[config.mk]
export PLATFORM = sky130hd
export DESIGN_NAME = vid_ref_stepper
export DESIGN_NICKNAME = d
export VERILOG_FILES = /design/src/rtl/vidstep_pkg.sv /design/src/rtl/vid_decode.sv /design/src/rtl/stab_counter.sv /design/src/rtl/ref_slewer.sv /design/src/rtl/vid_ref_stepper.sv
export SDC_FILE = /design/constraint.sdc
export NUM_CORES = 1
export LEC_CHECK = 0
export ABC_AREA = 1
export BUFFER_PORTS_ARGS = -buffer_cell sky130_fd_sc_hd__buf_2
export CAP_MARGIN = 10
export CORE_MARGIN = 1.5
export CORE_UTILIZATION = 59
export DETAILED_ROUTE_END_ITERATION = 8
export GPL_TIMING_DRIVEN = 0
export PLACE_DENSITY = 0.76
export REMOVE_ABC_BUFFERS = 1
export SLEW_MARGIN = 25
export SYNTH_ARGS = -nofsm -noshare
export SYNTH_HDL_FRONTEND = slang
export SYNTH_SLANG_ARGS = --single-unit
[constraint.sdc]
create_clock -name clk -period 3.8 [get_ports clk]
set_clock_uncertainty 0.2 [all_clocks]
set_input_delay 0.19 -clock clk [delete_from_list [all_inputs] [get_ports clk]]
set_output_delay 0.19 -clock clk [all_outputs]
set_load 0.01 [all_outputs]
[src/rtl/vidstep_pkg.sv]
package vidstep_pkg;
    typedef enum logic [1:0] {
        ST_IDLE  = 2'd0,
        ST_QUAL  = 2'd1,
        ST_SLEW  = 2'd2,
        ST_NOCPU = 2'd3
    } vs_state_e;
endpackage

[src/rtl/vid_decode.sv]
module vid_decode #(
    parameter int VID_W = 5
) (
    input  logic [VID_W-1:0] vid,
    output logic [VID_W-1:0] code,
    output logic             reserved
);
    localparam logic [VID_W-1:0] ALL_ONES = '1;
    localparam logic [VID_W-1:0] TOP_CODE = ALL_ONES - 1'b1;

    always_comb begin
        reserved = (vid == ALL_ONES);
        code     = reserved ? '0 : (TOP_CODE - vid);
    end
endmodule

[src/rtl/stab_counter.sv]
module stab_counter #(
    parameter int STABLE_TICKS = 2
) (
    input  logic clk,
    input  logic rst_n,
    input  logic clr,
    input  logic inc,
    output logic done
);
    localparam int CW = $clog2(STABLE_TICKS + 1);
    localparam logic [CW-1:0] LAST = CW'(STABLE_TICKS - 1);

    logic [CW-1:0] cnt_q;

    always_ff @(posedge clk or negedge rst_n) begin
        if (!rst_n)               cnt_q <= '0;
        else if (clr)             cnt_q <= '0;
        else if (inc && !done)    cnt_q <= cnt_q + 1'b1;
    end

    assign done = (cnt_q == LAST);

    a_r4_cnt_bound: assert property (@(posedge clk) disable iff (!rst_n)
        cnt_q <= LAST);
endmodule

[src/rtl/ref_slewer.sv]
module ref_slewer #(
    parameter int VID_W = 5
) (
    input  logic             clk,
    input  logic             rst_n,
    input  logic             step_en,
    input  logic [VID_W-1:0] target,
    output logic [VID_W-1:0] ref_code,
    output logic             last_step
);
    logic [VID_W-1:0] ref_q;
    logic             go_up;

    always_comb begin
        go_up     = (target > ref_q);
        last_step = go_up ? ((target - ref_q) == 1) : ((ref_q - target) == 1);
    end

    always_ff @(posedge clk or negedge rst_n) begin
        if (!rst_n)       ref_q <= '0;
        else if (step_en) ref_q <= go_up ? ref_q + 1'b1 : ref_q - 1'b1;
    end

    assign ref_code = ref_q;

    // a change is always a single count
    a_r6_one_step: assert property (@(posedge clk) disable iff (!rst_n)
        (ref_q != $past(ref_q)) |-> ((ref_q == $past(ref_q) + 1'b1) || (ref_q == $past(ref_q) - 1'b1)));
    // no step without an enable from the controller
    a_r3_hold: assert property (@(posedge clk) disable iff (!rst_n)
        !$past(step_en) |-> $stable(ref_q));
endmodule

[src/rtl/vid_ref_stepper.sv]
module vid_ref_stepper
    import vidstep_pkg::*;
#(
    parameter int VID_W        = 5,
    parameter int STABLE_TICKS = 2
) (
    input  logic             clk,
    input  logic             rst_n,
    input  logic             en,
    input  logic             cyc_tick,
    input  logic [VID_W-1:0] vid_in,
    output logic [VID_W-1:0] ref_code,
    output logic             slew_busy,
    output logic             pg_mask,
    output logic             nocpu_latched
);
    localparam logic [VID_W-1:0] MAX_CODE = {VID_W{1'b1}} - 1'b1;

    vs_state_e        state_q, state_d;
    logic [VID_W-1:0] cand_q, target_q;
    logic [VID_W-1:0] dec_code;
    logic             dec_rsv;
    logic             sample, cnt_done, last_step;
    logic             cnt_clr, cnt_inc, step_en, accept;

    vid_decode #(.VID_W(VID_W)) u_dec (
        .vid      (vid_in),
        .code     (dec_code),
        .reserved (dec_rsv)
    );

    stab_counter #(.STABLE_TICKS(STABLE_TICKS)) u_cnt (
        .clk   (clk),
        .rst_n (rst_n),
        .clr   (cnt_clr),
        .inc   (cnt_inc),
        .done  (cnt_done)
    );

    ref_slewer #(.VID_W(VID_W)) u_slew (
        .clk       (clk),
        .rst_n     (rst_n),
        .step_en   (step_en),
        .target    (target_q),
        .ref_code  (ref_code),
        .last_step (last_step)
    );

    assign sample = cyc_tick && en;

    always_comb begin
        state_d = state_q;
        cnt_clr = 1'b0;
        cnt_inc = 1'b0;
        step_en = 1'b0;
        accept  = 1'b0;
        unique case (state_q)
            ST_IDLE: if (sample) begin
                cnt_clr = 1'b1;
                if (dec_rsv)                    state_d = ST_NOCPU;
                else if (dec_code != target_q)  state_d = ST_QUAL;
            end
            ST_QUAL: if (sample) begin
                if (dec_rsv)                    state_d = ST_NOCPU;
                else if (dec_code == target_q)  state_d = ST_IDLE;
                else if (dec_code != cand_q)    cnt_clr = 1'b1;
                else if (cnt_done) begin
                    accept  = 1'b1;
                    state_d = ST_SLEW;
                end
                else                            cnt_inc = 1'b1;
            end
            ST_SLEW: if (sample) begin
                step_en = 1'b1;
                if (last_step)                  state_d = ST_IDLE;
            end
            ST_NOCPU: state_d = ST_NOCPU;
            default:  state_d = ST_IDLE;
        endcase
    end

    always_ff @(posedge clk or negedge rst_n) begin
        if (!rst_n) state_q <= ST_IDLE;
        else        state_q <= state_d;
    end

    always_ff @(posedge clk or negedge rst_n) begin
        if (!rst_n) begin
            cand_q   <= '0;
            target_q <= '0;
        end else begin
            if (cnt_clr) cand_q   <= dec_code;
            if (accept)  target_q <= cand_q;
        end
    end

    always_comb begin
        slew_busy     = (state_q == ST_SLEW);
        pg_mask       = (state_q == ST_SLEW);
        nocpu_latched = (state_q == ST_NOCPU);
    end

    // set-point stays in range
    a_r2_range: assert property (@(posedge clk) disable iff (!rst_n)
        ref_code <= MAX_CODE);
    // shutdown latch is sticky and never busy
    a_r9_sticky: assert property (@(posedge clk) disable iff (!rst_n)
        $past(nocpu_latched) |-> nocpu_latched);
    a_r9_not_busy: assert property (@(posedge clk) disable iff (!rst_n)
        nocpu_latched |-> (!slew_busy && !pg_mask));
    // target frozen throughout a slew
    a_r7_target_frozen: assert property (@(posedge clk) disable iff (!rst_n)
        ($past(state_q) == ST_SLEW && state_q == ST_SLEW) |-> $stable(target_q));
    // reference still outside a slew
    a_r6_idle_hold: assert property (@(posedge clk) disable iff (!rst_n)
        (!slew_busy && !$past(slew_busy)) |-> $stable(ref_code));
endmodule

# == Word level (Yosys, flattened, before mapping) ==
# Cells that the tools add are included.
# totals
ff_bits,19
# classes
add_sub_neg,6
magnitude_cmp,1
eq_ne,17
mux,35
reduce_logical,6
# ops
op,count
"32-bit by 1-bit == test with 1-bit output, second input constant",2
2-bit two-way mux,12
1-bit two-way mux,19
5-bit by 5-bit subtractor with 6-bit output,2
5-bit two-way mux,2
5-bit != test,2
2-bit case mux with 4 select lines,1
7-bit AND reduction,1
"5-bit by 1-bit adder with 5-bit output, second input constant",1
5-bit == test,1
"5-bit == test, second input constant",1
5-bit greater-than comparator,1
"5-bit by 1-bit subtractor with 5-bit output, second input constant",1
"5-bit subtractor, first input constant",1
"2-bit by 1-bit == test with 1-bit output, second input constant",2
"2-bit == test, second input constant",2
"2-bit by 1-bit != test with 1-bit output, second input constant",2
"2-bit != test, second input constant",2
"4-bit by 3-bit != test with 1-bit output, second input constant",1
"4-bit != test, second input constant",1
"3-bit != test, second input constant",1
"2-bit by 1-bit adder with 2-bit output, second input constant",1
1-bit logical AND,2
2-bit zero test,1
3 further kinds,3

# == Longest topological paths before layout ==
# Gate-level depths: netlist (run 1).
# depth
word_depth,11
mapped_depth,16
ltp_nobuf,15

# == Hierarchy ==
# From an unflattened synthesis (run 1), not the netlist that was laid out.
# unflattened
cells_unflattened,294
hier_area_um2,2074.5
# by_module_without_submodules
module,n_inst,cells_per_inst,area_each_um2,seq_area_each_um2
ref_slewer,1,138,955.9,125.1
vid_ref_stepper,1,122,897.1,300.3
stab_counter,1,17,122.6,50.0
vid_decode,1,17,98.8,0.0

# == Least setup slack after synthesis (run 1) ==
# OpenSTA, ideal clock, no wires.
# synth_timing
path_kind,flip-flop to flip-flop
startpoint,"reg u_slew.ref_q[0], in the netlist u_slew.ref_code[0]"
endpoint,"reg u_slew.ref_q[4], in the netlist u_slew.ref_code[4]"
setup_time_ns,0.079
t_arrival_ns,2.573
setup_slack_ns,0.948
stages_incl_launch_ff,13
n_path_buf,0
synth_period_minus_slack_ns,2.852
path_cell_list,dfrtp_1 -> ha_1 -> fa_1 -> inv_1 -> nand4_1 -> nand3_1 -> nand2_1 -> ha_1 -> a21o_1 -> a31oi_1 -> o21ai_0 -> a21oi_1 -> xor2_1
# synth_via
elab_chain_len,2
elab_cells_between_ends,4
# synth_lines
item,line,rtl
"start, declared",ref_slewer.sv:11,logic [VID_W-1:0] ref_q;
"start signal, assigned",ref_slewer.sv:21,else if (step_en) ref_q <= go_up ? ref_q + 1'b1 : ref_q - 1'b1;
5-bit by 1-bit subtractor with 5-bit output (tied with other cells),ref_slewer.sv:21,
5-bit two-way mux (*),ref_slewer.sv:21,
# Mark *: on every way between the ends. The rest lies on a longest branch, timed or not.
# A chain may end at the register's enable or synchronous reset.

# == Final worst setup path (run 1) ==
# layout_timing
startpoint,reg target_q[0]
endpoint,"reg u_slew.ref_q[4], in the netlist u_slew.ref_code[4]"
# layout_via
elab_chain_len,2
# layout_lines
item,line,rtl
"start, declared",vid_ref_stepper.sv:20,"logic [VID_W-1:0] cand_q, target_q;"
"start signal, assigned",vid_ref_stepper.sv:93,if (accept) target_q <= cand_q;
5-bit greater-than comparator,ref_slewer.sv:15,go_up = (target > ref_q);
5-bit two-way mux,ref_slewer.sv:21,
# Every way passes these cells.

==> impl_results.md, run 1 <==
* Final hold slack at 0.08724 ns
* Initial Utilization at 0.6347
* Pins Over Slew Limit at 0
* Worst-Skew Late Latency at ~0.3 ns
* Largest net degree at the start of global routing at 20
* Worst Hold End: cand_q[0]$_DFFE_PN0P_
* Crit path arrival time at about 3.3 ns
* CTS sink count at 19
* Area growth syn-to-layout at 7.941%
* Setup crit end kind: flop
* Hold Fails Final Rpt at 0
* Initial antenna violation count at 0
* EDFF count, synth at 0
* Post-synth top cells: nand2_1, inv_1, dfrtp_1, nor2_1, ha_1
* Total power at about 1.2 mW
* Hold Crit Start: vid_in[0]
* Measured slew at the worst slew-check pin at about 0.51 ns
* Status: complete, no violations
* CP required at 3.83 ns
* Core Box Area at 2805 sq um
* RD Place Congestion at 0.8897
* DIE HEIGHT at roughly 58 um
* GRT overflow at 0
* Routed len/inst at between 10 and 15 um
* Post-Synth XOR/XNOR Area at 0.05903
* Synth Area in Adders at 0.1391
* Synth Area in Simple Gates at 0.3422
* Yosys warnings at 0
* CTS tree: yes
* Ys flop type: dfrtp_1
* Relative slew slack at 0.6596
* Crit Reg-Reg Startpoint: target_q[0]$_DFFE_PN0P_
* Final period utilization at 0.8455
* Final setup vio count at 0
* R2R Setup Slk at ~0.6 ns
* Largest family of logic cells by synthesized area: simple AND/OR/NAND/NOR gates
* DRT Pass-1 Iters at 6
* Max frequency at between 0.3 and 0.4 GHz
* Die ar. at 3356 sq um
* Post-DR vias/cell at 5.341
* Clock Path Buffers at 2
* Top-count cell post-synth: nand2_1
* Vias in the first global route at 1486
* Root Buffer: clkbuf_4
* Setup TNS at 0 ns
* Cell leakage power at between 1 and 1.5 nW
* Post-synthesis sequential area ratio at 0.2670
* Synth top area share at 0.2670
* Cell area after synthesis at ~1800 sq um
* Tmin final at around 3.2 ns
* CP Max Fanout at 11
* Tot GR Track Use at 0.2507
* First-pass GRT wire length at about 6.6 mm
* N_diodes at 0
* Layout cells sized above 1 at 0.1547
* Worst vdd rail ir drop at roughly 0.37 mV
* Clock H-tree levels at 1
* Vias at 1581
* Synthesis-stage register bit count at 19
* R2R depth at 13
* Remaining DRCs at 0
* FF-to-FF End: u_slew.ref_code[4]$_DFFE_PN0P_
* PwrDens at 622.7 nW/um^2
* Detail Route Antenna Nets at 0
* Final #Nets at between 200 and 300
* Die width at approximately 58 um
* Max-Cap Viols at 0
* Worst hold stages at 5
* CTS resizes at 0
* Yosys cell types at 32
* Unrepaired setup endpoints after global routing: false
* Post-DP HPWL at between 2 and 3 mm
* Async set-reset flop share out of synthesis at 1.000
* Synth area leaders: dfrtp_1, nand2_1, ha_1
* Worst Hold Class: in -> reg
* Critical path class: reg -> reg
* Cts bufs inserted at 3
* Mux share of post-synthesis cell area at 0
* Total wire length at 3.665 mm
* Mapped Avg Cell Area at about 7.2 sq um
* Syn Inst Count at about 250
* Area leader, netlist: dfrtp_1
* # rows at 19
* Boundary pin count at 17
* First DRT Iteration DRCs at slightly below 90
* Port bufs at 16
* Compound-cell area share of the yosys netlist at 0.1047
* CP startpoint kind: flop
* Clock transition at the registers of the reported paths at around 0.12 ns
==> power by group <==
| part | switching (mW) | leakage (nW) | internal (mW) | total, mW |
|---|---|---|---|---|
| Combinational | 0.447 | 0.820 | 0.294 | 0.741 |
| Clock | 0.0680 | 0.0139 | 0.0401 | 0.108 |
| Sequential | 0.0836 | 0.228 | 0.264 | 0.348 |
| Total | 0.599 | 1.06 | 0.598 | 1.20 |
==> critical path, cell delays in order, from the launching register on <==
cell     delay [ns]
dfrtp_1        0.44
inv_1          0.09
ha_1           0.21
fa_1           0.43
inv_1          0.08
nand4_1        0.07
nand3_1        0.12
nand2_1        0.26
ha_1           0.41
a21o_1         0.19
a31oi_1        0.19
o21ai_0        0.12
a21oi_1        0.15
xor2_1         0.16
==> what timing repair did <==
| action | 4_1_cts | 5_1_grt |
|---|---|---|
| hold buffers | 1 | 0 |
| setup buffers | 0 | 0 |
| setup endpoints to repair | 0 | 0 |
| endpoints found under the hold margin | 19 | 0 |
==> layout make-up <==
cell class / count / area (sq um)
repair buffers: 17 / 90.09
inverters: 37 / 138.9
clock inverters: 1 / 7.507
clock buffers: 3 / 22.52
multi-input cells: 188 / 1149
flip-flops and latches: 19 / 475.5
well taps: 31 / 38.79
fillers: 251 / 883.3
==> layout by cell type, fill, tap and decap left out, types with 3 or more instances in the layout <==
master	synthesis	layout
a21oi_1	14	14
clkbuf_4	0	3
inv_1	37	37
nand3b_1	5	5
fa_1	3	3
ha_1	15	15
nand3_1	14	14
nand2_1	65	65
nand3_2	4	4
xnor2_1	3	3
nor2_1	19	19
buf_2	2	16
o21ai_0	9	9
dfrtp_1	19	19
nand4_1	3	3
nor2_2	7	7
xor2_1	9	9
==> registers in the layout, summed over array words and instances, names as in the netlist <==
register / cells
target_q: 5
cand_q: 5
u_slew.ref_code: 5
u_cnt.cnt_q: 2
state_q: 2
==> cells by family (layout without fill, tap and decap cells) <==
logic type	Yosys count	count (layout)
AO/OA/AOI/OAI	32	32
adder cells (fa/ha/maj)	18	18
AND/OR/NAND/NOR	126	126
XOR/XNOR	12	12
flip-flops	19	19
buffers and inverters	40	58
==> how the worst max path moves through the flow <==
stage,start,cells after the start,slack [ns],to
2_1_floorplan,u_slew.ref_code[0]$_DFFE_PN0P_,12,0.94,u_slew.ref_code[4]$_DFFE_PN0P_
6_report,target_q[0]$_DFFE_PN0P_,13,0.59,u_slew.ref_code[4]$_DFFE_PN0P_
5_1_grt,target_q[0]$_DFFE_PN0P_,13,0.36,u_slew.ref_code[4]$_DFFE_PN0P_
3_5_place_dp,target_q[0]$_DFFE_PN0P_,13,0.66,u_slew.ref_code[4]$_DFFE_PN0P_
4_1_cts,target_q[0]$_DFFE_PN0P_,13,0.62,u_slew.ref_code[4]$_DFFE_PN0P_
3_3_place_gp,u_slew.ref_code[0]$_DFFE_PN0P_,12,0.70,u_slew.ref_code[4]$_DFFE_PN0P_
==> through the flow <==
step / instances / setup slack, ns / utilization / cell area (sq um)
after CTS: 296 / 0.6201 / 0.6851 / 1922
final: 296 / 0.5871 / 0.6851 / 1922
after global routing: 296 / 0.3560 / 0.6851 / 1922
after floorplan: 244 / 0.9441 / - / 1763
after detailed placement: 291 / 0.6589 / 0.6708 / 1882
after global placement: 291 / 0.7039 / 0.6708 / 1882
==> per-layer routing <==
| layer | vias to the layer above | wire length, um | GRT usage | part of all wire |
|---|---|---|---|---|
| li1 | 820 | - | - | - |
| met1 | 732 | 1856 | 0.3674 | 0.51 |
| met2 | 27 | 1663 | 0.4010 | 0.45 |
| met3 | 2 | 131 | 0.04688 | 0.036 |
| met4 | 0 | 13 | 0.02990 | 0.0035 |
| met5 | - | 0 | 0 | 0 |
Note: power is estimated with default switching activity, not from simulation.
==> run 2: changes to the inputs <==
--- a/config.mk
+++ b/config.mk
@@ -9,10 +9,10 @@
 export BUFFER_PORTS_ARGS = -buffer_cell sky130_fd_sc_hd__buf_2
 export CAP_MARGIN = 10
 export CORE_MARGIN = 1.5
-export CORE_UTILIZATION = 59
+export CORE_UTILIZATION = 54
 export DETAILED_ROUTE_END_ITERATION = 8
 export GPL_TIMING_DRIVEN = 0
-export PLACE_DENSITY = 0.76
+export PLACE_DENSITY = 0.74
 export REMOVE_ABC_BUFFERS = 1
 export SLEW_MARGIN = 25
 export SYNTH_ARGS = -nofsm -noshare
==> constraint.sdc (replaced) <==
create_clock -name clk -period 2.8 [get_ports clk]
set_clock_uncertainty 0.2 [all_clocks]
set_input_delay 0.14 -clock clk [delete_from_list [all_inputs] [get_ports clk]]
set_output_delay 0.14 -clock clk [all_outputs]
set_load 0.01 [all_outputs]
==> run 2 against run 1 <==
Worst hold slack worse by 0.051 ns. Register-to-register slack worse by 0.51 ns. Maximum frequency up 18%. Largest cell class unchanged. Largest power group unchanged.
==> impl_results.md, run 2 (synthesis gave the netlist of run 1 again) <==
* Status: complete, no violations (unchanged)
* Pre-CTS setup slack at -0.3119 ns (was 0.6589 ns)
* PwrDens at 867.4 nW/um^2 (was 622.7 nW/um^2)
* CP max stage cell: dfrtp_2 (was dfrtp_1)
* Global routing usage on met1 at 0.3481 (was 0.3674)
* Util after Layout at 0.6605 (was 0.6851)
* Worst-Skew Late Latency at 0.30 ns (about the same)
* Met2 Use GR at 0.4161 (was 0.4010)
* Measured slew at the worst slew-check pin at 0.5248 ns (was 0.5087 ns)
* Tmin final at 2.723 ns (was 3.213 ns)
* # fillers at 288 (was 251)
* Switching Power at 872.9 uW (was 598.6 uW)
* Final setup vio count at 0 (unchanged)
* Cts bufs inserted at 3 (unchanged)
* Worst vdd rail ir drop at 0.5590 mV (was 0.3722 mV)
* Met3 usage at 0.02132 (was 0.04688)
* GRT Max-Usage Layer: met2 (unchanged)
* CP required at 2.84 ns (was 3.83 ns)
* Post-DP HPWL at 2.969 mm (was 2.943 mm)
* Area growth syn-to-layout at 15.11% (was 7.941%)
* Root Buffer: clkbuf_4 (unchanged)
* Cell Area, Placed at 1898 sq um (was 1882 sq um)
* Most frequent cells in the layout: nand2_1, inv_1, nor2_1, buf_2, dfrtp_1 (was nand2_1, inv_1, nor2_1, dfrtp_1, buf_2)
* N_diodes at 0 (unchanged)
* CTS tree: yes (unchanged)
* Max-Cap Viols at 0 (unchanged)
* Die ar. at 3651 sq um (was 3356 sq um)
* Boundary pin count at 17 (unchanged)
* Total power at 1.778 mW (was 1.197 mW)
* Clock H-tree levels at 1 (unchanged)
* Vias in the first global route at 1576 (was 1486)
* Setup ws final at 0.07712 ns (was 0.5871 ns)
* Setup TNS at 0 ns (unchanged)
* Largest regs: cand_q x5, target_q x5, u_slew.ref_code x5 (unchanged)
* Int Power at 904.8 uW (was 598.0 uW)
* Detail Route Antenna Nets at 0 (unchanged)
* First-pass GRT wire length at 6.872 mm (was 6.555 mm)
* GRT overflow at 0 (unchanged)
* CP startpoint kind: flop (unchanged)
* Cell leakage power at 1.083 nW (was 1.061 nW)
* Logic gate share of total power at 0.647 (was 0.619)
* Initial antenna violation count at 0 (unchanged)
* DIE HEIGHT at 60.42 um (was 57.94 um)
* First DRT Iteration DRCs at 141 (was 87)
* Port bufs at 16 (unchanged)
* Initial Utilization at 0.5738 (was 0.6347)
* Hold Fails Final Rpt at 0 (unchanged)
* CP Max Fanout at 6 (was 11)
* Switching Fraction at 0.4910 (was 0.5003)
* CP max stage delay at 0.42 ns (was 0.44 ns)
* Final #Nets at 298 (was 293)
* Unrepaired setup endpoints after global routing: true (was false)
* CTS sink count at 19 (unchanged)
* Max frequency at 0.3673 GHz (was 0.3112 GHz)
* Post-DR vias/cell at 5.121 (was 5.341)
* RD Place Congestion at 0.9068 (was 0.8897)
* CP bufs+invs at 1 (was 2)
* DRT Pass-1 Iters at 4 (was 6)
* Tot GR Track Use at 0.2460 (was 0.2507)
* Final hold slack at 0.03596 ns (was 0.08724 ns)
* Largest net degree at the start of global routing at 20 (unchanged)
* Crit path arrival time at 2.76 ns (was 3.25 ns)
* Clock transition at the registers of the reported paths at 0.12 ns (about the same)
* Worst Hold Class: in -> reg (unchanged)
* Total wire length at 3.978 mm (was 3.665 mm)
* Relative slew slack at 0.6489 (was 0.6596)
* Post-route cell area at 2049 sq um (was 1922 sq um)
* Layout cells sized above 1 at 0.2185 (was 0.1547)
* # rows at 20 (was 19)
* Vias at 1608 (was 1581)
* Clock Path Buffers at 2 (unchanged)
* Pins Over Slew Limit at 0 (unchanged)
* Most common cell after layout, fill and taps aside: nand2_1 (unchanged)
* Setup crit end kind: flop (unchanged)
* Reg power frac at 0.268 (was 0.291)
* Core Box Area at 3103 sq um (was 2805 sq um)
* Routed len/inst at 12.67 um (was 12.38 um)
* Cell family with most CP delay: adder cells (unchanged)
* Final period utilization at 0.9725 (was 0.8455)
* Crit path cell chain: ha_1 > fa_2 > inv_1 > nand4_1 > nand3_2 > nand2_4 > ha_4 > a21o_1 > a31oi_2 > o21ai_0 > a21oi_1 > xor2_1 (was inv_1 > ha_1 > fa_1 > inv_1 > nand4_1 > nand3_1 > nand2_1 > ha_1 > a21o_1 > a31oi_1 > o21ai_0 > a21oi_1 > xor2_1)
* Placed cells at 304 (was 291)
* Remaining DRCs at 0 (unchanged)
* Die width at 60.42 um (was 57.94 um)
* Clk network pwr share at 0.086 (was 0.090)
* Critical path class: reg -> reg (unchanged)
* Fin cells at 314 (was 296)
## run 2: layer usage
metal  share of wire  vias to the layer above
met3           0.023                        4
met2            0.46                       23
met1            0.51                      747
li1                -                      834
met5               0                        -
met4          0.0073                        0
## run 2: final cells by class
class	instances	area [sq um]	area share
multi-input combinational	189	1229	0.5995
sequential	19	480.5	0.2344
inverter	37	138.9	0.06777
timing repair buffer	21	120.1	0.05861
tap	44	55.05	0.02686
clock buffer	4	26.28	0.01282
## run 2: repair_timing
item / CTS / global route
endpoints found under the hold margin: 19 / 0
resized for setup: 7 / 11
hold buffers: 1 / 0
pin swaps: 0 / 3
cloned: 0 / 1
buffers inserted: 2 / 2
endpoints found under the setup margin: 2 / 2
## run 2: tightest hold or removal path, stage by stage
cell and delay (ns):
buf_2 0.13, inv_1 0.06, nor2_2 0.06, nand3_1 0.08, nand2_1 0.05
## run 2: worst paths after layout
| kind | startpoint | depth (start not counted) | slack [ns] | endpoint |
|---|---|---|---|---|
| worst max register to register | u_slew.ref_code[0]$_DFFE_PN0P_ | 12 | 0.08 | u_slew.ref_code[4]$_DFFE_PN0P_ |
| worst max-delay path | u_slew.ref_code[0]$_DFFE_PN0P_ | 12 | 0.08 | u_slew.ref_code[4]$_DFFE_PN0P_ |
| min in group asynchronous | rst_n | 2 | 0.10 | state_q[1]$_DFFE_PN0P_ |
| worst min-delay path | vid_in[0] | 5 | 0.04 | cand_q[0]$_DFFE_PN0P_ |
| max in group asynchronous | rst_n | 2 | 1.96 | u_slew.ref_code[2]$_DFFE_PN0P_ |
| worst min register to register | cand_q[1]$_DFFE_PN0P_ | 2 | 0.29 | cand_q[1]$_DFFE_PN0P_ |
## run 2: power by group through the flow
stage / sequential (mW) / combinational, mW / clock [mW]
after CTS: 0.463 / 1.04 / 0.155
after detailed placement: 0.475 / 0.997 / 0
after global placement: 0.473 / 0.977 / 0
after global routing: 0.492 / 1.32 / 0.163
after floorplan: 0.466 / 0.776 / 0
final: 0.476 / 1.15 / 0.152
==> run 3: changes to the inputs <==
--- a/config.mk
+++ b/config.mk
@@ -9,10 +9,11 @@
 export BUFFER_PORTS_ARGS = -buffer_cell sky130_fd_sc_hd__buf_2
 export CAP_MARGIN = 10
 export CORE_MARGIN = 1.5
-export CORE_UTILIZATION = 54
+export CORE_UTILIZATION = 50
 export DETAILED_ROUTE_END_ITERATION = 8
 export GPL_TIMING_DRIVEN = 0
-export PLACE_DENSITY = 0.74
+export MAX_ROUTING_LAYER = met4
+export PLACE_DENSITY = 0.69
 export REMOVE_ABC_BUFFERS = 1
 export SLEW_MARGIN = 25
 export SYNTH_ARGS = -nofsm -noshare
==> constraint.sdc (replaced) <==
create_clock -name clk -period 2.4 [get_ports clk]
set_clock_uncertainty 0.2 [all_clocks]
set_input_delay 0.12 -clock clk [delete_from_list [all_inputs] [get_ports clk]]
set_output_delay 0.12 -clock clk [all_outputs]
set_load 0.01 [all_outputs]
==> run 3 against run 2 <==
Clock power grew 14%. Total power is 32% higher. Worst hold slack worse by 0.019 ns. Maximum frequency up 3.5%. Critical path type unchanged. Die area grew 7.6%. Count of clock-buffer cells in the layout unchanged. Register-to-register slack got worse by 0.31 ns. The flow now finishes with violations (setup timing). Sequential cell count did not move.
==> impl_results.md, run 3 (synthesis gave the netlist of run 1 again) <==
* Status: finished with violations (was complete, no violations)
* Failing checks: setup timing
* Reg power frac at 0.228 (was 0.268)
* GRT overflow at 0 (unchanged)
* Final hold slack at 0.01727 ns (was 0.03596 ns)
* Layout cells sized above 1 at 0.2792 (was 0.2185)
* Clock transition at the registers of the reported paths at 0.11 ns (was 0.12 ns)
* CP required at 2.44 ns (was 2.84 ns)
* Routed len/inst at 13.02 um (was 12.67 um)
* DRT Pass-1 Iters at 4 (unchanged)
* Max frequency at 0.3800 GHz (was 0.3673 GHz)
* Cell family with most CP delay: adder cells (unchanged)
* Clk network pwr share at 0.074 (was 0.086)
* Int Power at 1.222 mW (was 904.8 uW)
* Pins Over Slew Limit at 0 (unchanged)
* First DRT Iteration DRCs at 80 (was 141)
* Die ar. at 3928 sq um (was 3651 sq um)
* Crit path arrival time at 2.67 ns (was 2.76 ns)
* CP most frequent cell: ha_4
* # rows at 21 (was 20)
* N_diodes at 0 (unchanged)
* Core Box Area at 3363 sq um (was 3103 sq um)
* Cell leakage power at 1.147 nW (was 1.083 nW)
* Tmin final at 2.632 ns (was 2.723 ns)
* Die width at 62.68 um (was 60.42 um)
* PwrDens at 1067 nW/um^2 (was 867.4 nW/um^2)
* Fin cells at 329 (was 314)
* Post-DR vias/cell at 5.018 (was 5.121)
* Largest net degree at the start of global routing at 20 (unchanged)
* Total power at 2.344 mW (was 1.778 mW)
* CP Max Fanout at 4 (was 6)
* Setup ws final at -0.2317 ns (was 0.07712 ns)
* Area growth syn-to-layout at 23.40% (was 15.11%)
* Hold Fails Final Rpt at 0 (unchanged)
* Max-Cap Viols at 0 (unchanged)
* CP max stage delay at 0.45 ns (was 0.42 ns)
* Relative slew slack at 0.6811 (was 0.6489)
* CTS sink count at 19 (unchanged)
* First-pass GRT wire length at 7.120 mm (was 6.872 mm)
* Worst-Skew Late Latency at 0.30 ns (about the same)
* CP bufs+invs at 1 (unchanged)
* Critical path class: reg -> reg (unchanged)
* Final period utilization at 1.097 (was 0.9725)
* Setup crit end kind: flop (unchanged)
* Total wire length at 4.283 mm (was 3.978 mm)
* CP startpoint kind: flop (unchanged)
* Pre-CTS setup slack at -0.8220 ns (was -0.3119 ns)
* Measured slew at the worst slew-check pin at 0.4766 ns (was 0.5248 ns)
* Final #Nets at 311 (was 298)
* Final setup vio count at 3 (was 0)
* Initial antenna violation count at 0 (unchanged)
* Crit path cell chain: ha_4 > fa_2 > inv_2 > nand4_1 > nand3_2 > nand2_4 > ha_4 > a21o_1 > a31oi_4 > o21ai_2 > a21oi_2 > xor2_1 (was ha_1 > fa_2 > inv_1 > nand4_1 > nand3_2 > nand2_4 > ha_4 > a21o_1 > a31oi_2 > o21ai_0 > a21oi_1 > xor2_1)
* Largest regs: cand_q x5, target_q x5, u_slew.ref_code x5 (unchanged)
* Port bufs at 16 (unchanged)
* Vias in the first global route at 1543 (was 1576)
* Most frequent cells in the layout: nand2_1, inv_1, nor2_1, buf_2, buf_4 (was nand2_1, inv_1, nor2_1, buf_2, dfrtp_1)
* Placed cells at 306 (was 304)
* Worst Hold Class: in -> reg (unchanged)
* Tot GR Track Use at 0.2303 (was 0.2460)
* Vias at 1651 (was 1608)
* Cts bufs inserted at 3 (unchanged)
* Unrepaired setup endpoints after global routing: true (unchanged)
* Switching Power at 1.121 mW (was 872.9 uW)
* Switching Fraction at 0.4784 (was 0.4910)
* Boundary pin count at 17 (unchanged)
* Remaining DRCs at 0 (unchanged)
* CTS tree: yes (unchanged)
* Root Buffer: clkbuf_4 (unchanged)
* Initial Utilization at 0.5294 (was 0.5738)
* Worst vdd rail ir drop at 0.4103 mV (was 0.5590 mV)
* DIE HEIGHT at 62.68 um (was 60.42 um)
* CP max stage cell: dfrtp_2 (unchanged)
* Clock Path Buffers at 2 (unchanged)
* Detail Route Antenna Nets at 0 (unchanged)
* Logic gate share of total power at 0.698 (was 0.647)
* RD Place Congestion at 0.9171 (was 0.9068)
* Most common cell after layout, fill and taps aside: nand2_1 (unchanged)
* Post-DP HPWL at 2.995 mm (was 2.969 mm)
* Clock H-tree levels at 1 (unchanged)
[run 3: changes by cell type in the layout (fill, tap and decap cells not counted), sizes merged]
cell | before | now
nand2 | 69 | 68
buf | 20 | 34
[run 3: cell type report]
| class | instances | area [sq um] |
|---|---|---|
| multi-input cells | 188 | 1261 |
| flip-flops and latches | 19 | 480.5 |
| inverters | 37 | 138.9 |
| clock buffers | 4 | 26.28 |
| fillers | 316 | 1166 |
| well taps | 46 | 57.56 |
| repair buffers | 35 | 232.7 |
[run 3: path summary, 6_finish.rpt]
check | end | start | slack, ns | depth (start not counted)
max reg2reg | u_slew.ref_code[4]$_DFFE_PN0P_ | u_slew.ref_code[0]$_DFFE_PN0P_ | -0.23 | 12
max | u_slew.ref_code[4]$_DFFE_PN0P_ | u_slew.ref_code[0]$_DFFE_PN0P_ | -0.23 | 12
min reg2reg | cand_q[1]$_DFFE_PN0P_ | cand_q[1]$_DFFE_PN0P_ | 0.30 | 2
min | cand_q[0]$_DFFE_PN0P_ | vid_in[0] | 0.02 | 5
max in group asynchronous | u_slew.ref_code[0]$_DFFE_PN0P_ | rst_n | 1.57 | 2
min in group asynchronous | state_q[0]$_DFFE_PN0P_ | rst_n | 0.09 | 2
[run 3: power by group through the flow]
| stage | logic [mW] | clock network (mW) | registers (mW) |
|---|---|---|---|
| after floorplan | 0.905 | 0 | 0.543 |
| after global placement | 1.15 | 0 | 0.553 |
| after detailed placement | 1.17 | 0 | 0.554 |
| after CTS | 1.42 | 0.172 | 0.536 |
| after global routing | 1.83 | 0.184 | 0.549 |
| final | 1.64 | 0.173 | 0.534 |
[run 3: stage by stage]
step | utilization | setup TNS [ns] | cell area (sq um)
CTS | 0.6209 | -0.2993 | 2088
global placement | 0.5651 | -1.957 | 1901
detailed placement | 0.5651 | -2.133 | 1901
global route | 0.6533 | -0.9280 | 2197
finish | 0.6533 | -0.5398 | 2197
floorplan | - | -0.8311 | 1763
[run 3: what timing repair did]
item / in CTS / in global routing
gates resized for setup: 20 / 11
hold buffers: 1 / 0
pin swaps: 7 / 14
setup endpoints to repair: 5 / 5
buffers inserted: 9 / 9
endpoints found under the hold margin: 19 / 0
[run 3: worst reg2reg max path: stages (launching register included)]
cell,delay (ns)
dfrtp_2,0.45
ha_4,0.17
fa_2,0.35
inv_2,0.07
nand4_1,0.11
nand3_2,0.14
nand2_4,0.09
ha_4,0.23
a21o_1,0.20
a31oi_4,0.18
o21ai_2,0.08
a21oi_2,0.15
xor2_1,0.15
[run 3: per-layer routing]
| metal | wire length [um] | GRT usage |
|---|---|---|
| met5 | 0 | - |
| met4 | 49 | 0.06667 |
| met3 | 100 | 0.01622 |
| met2 | 2152 | 0.3871 |
| met1 | 1980 | 0.3005 |
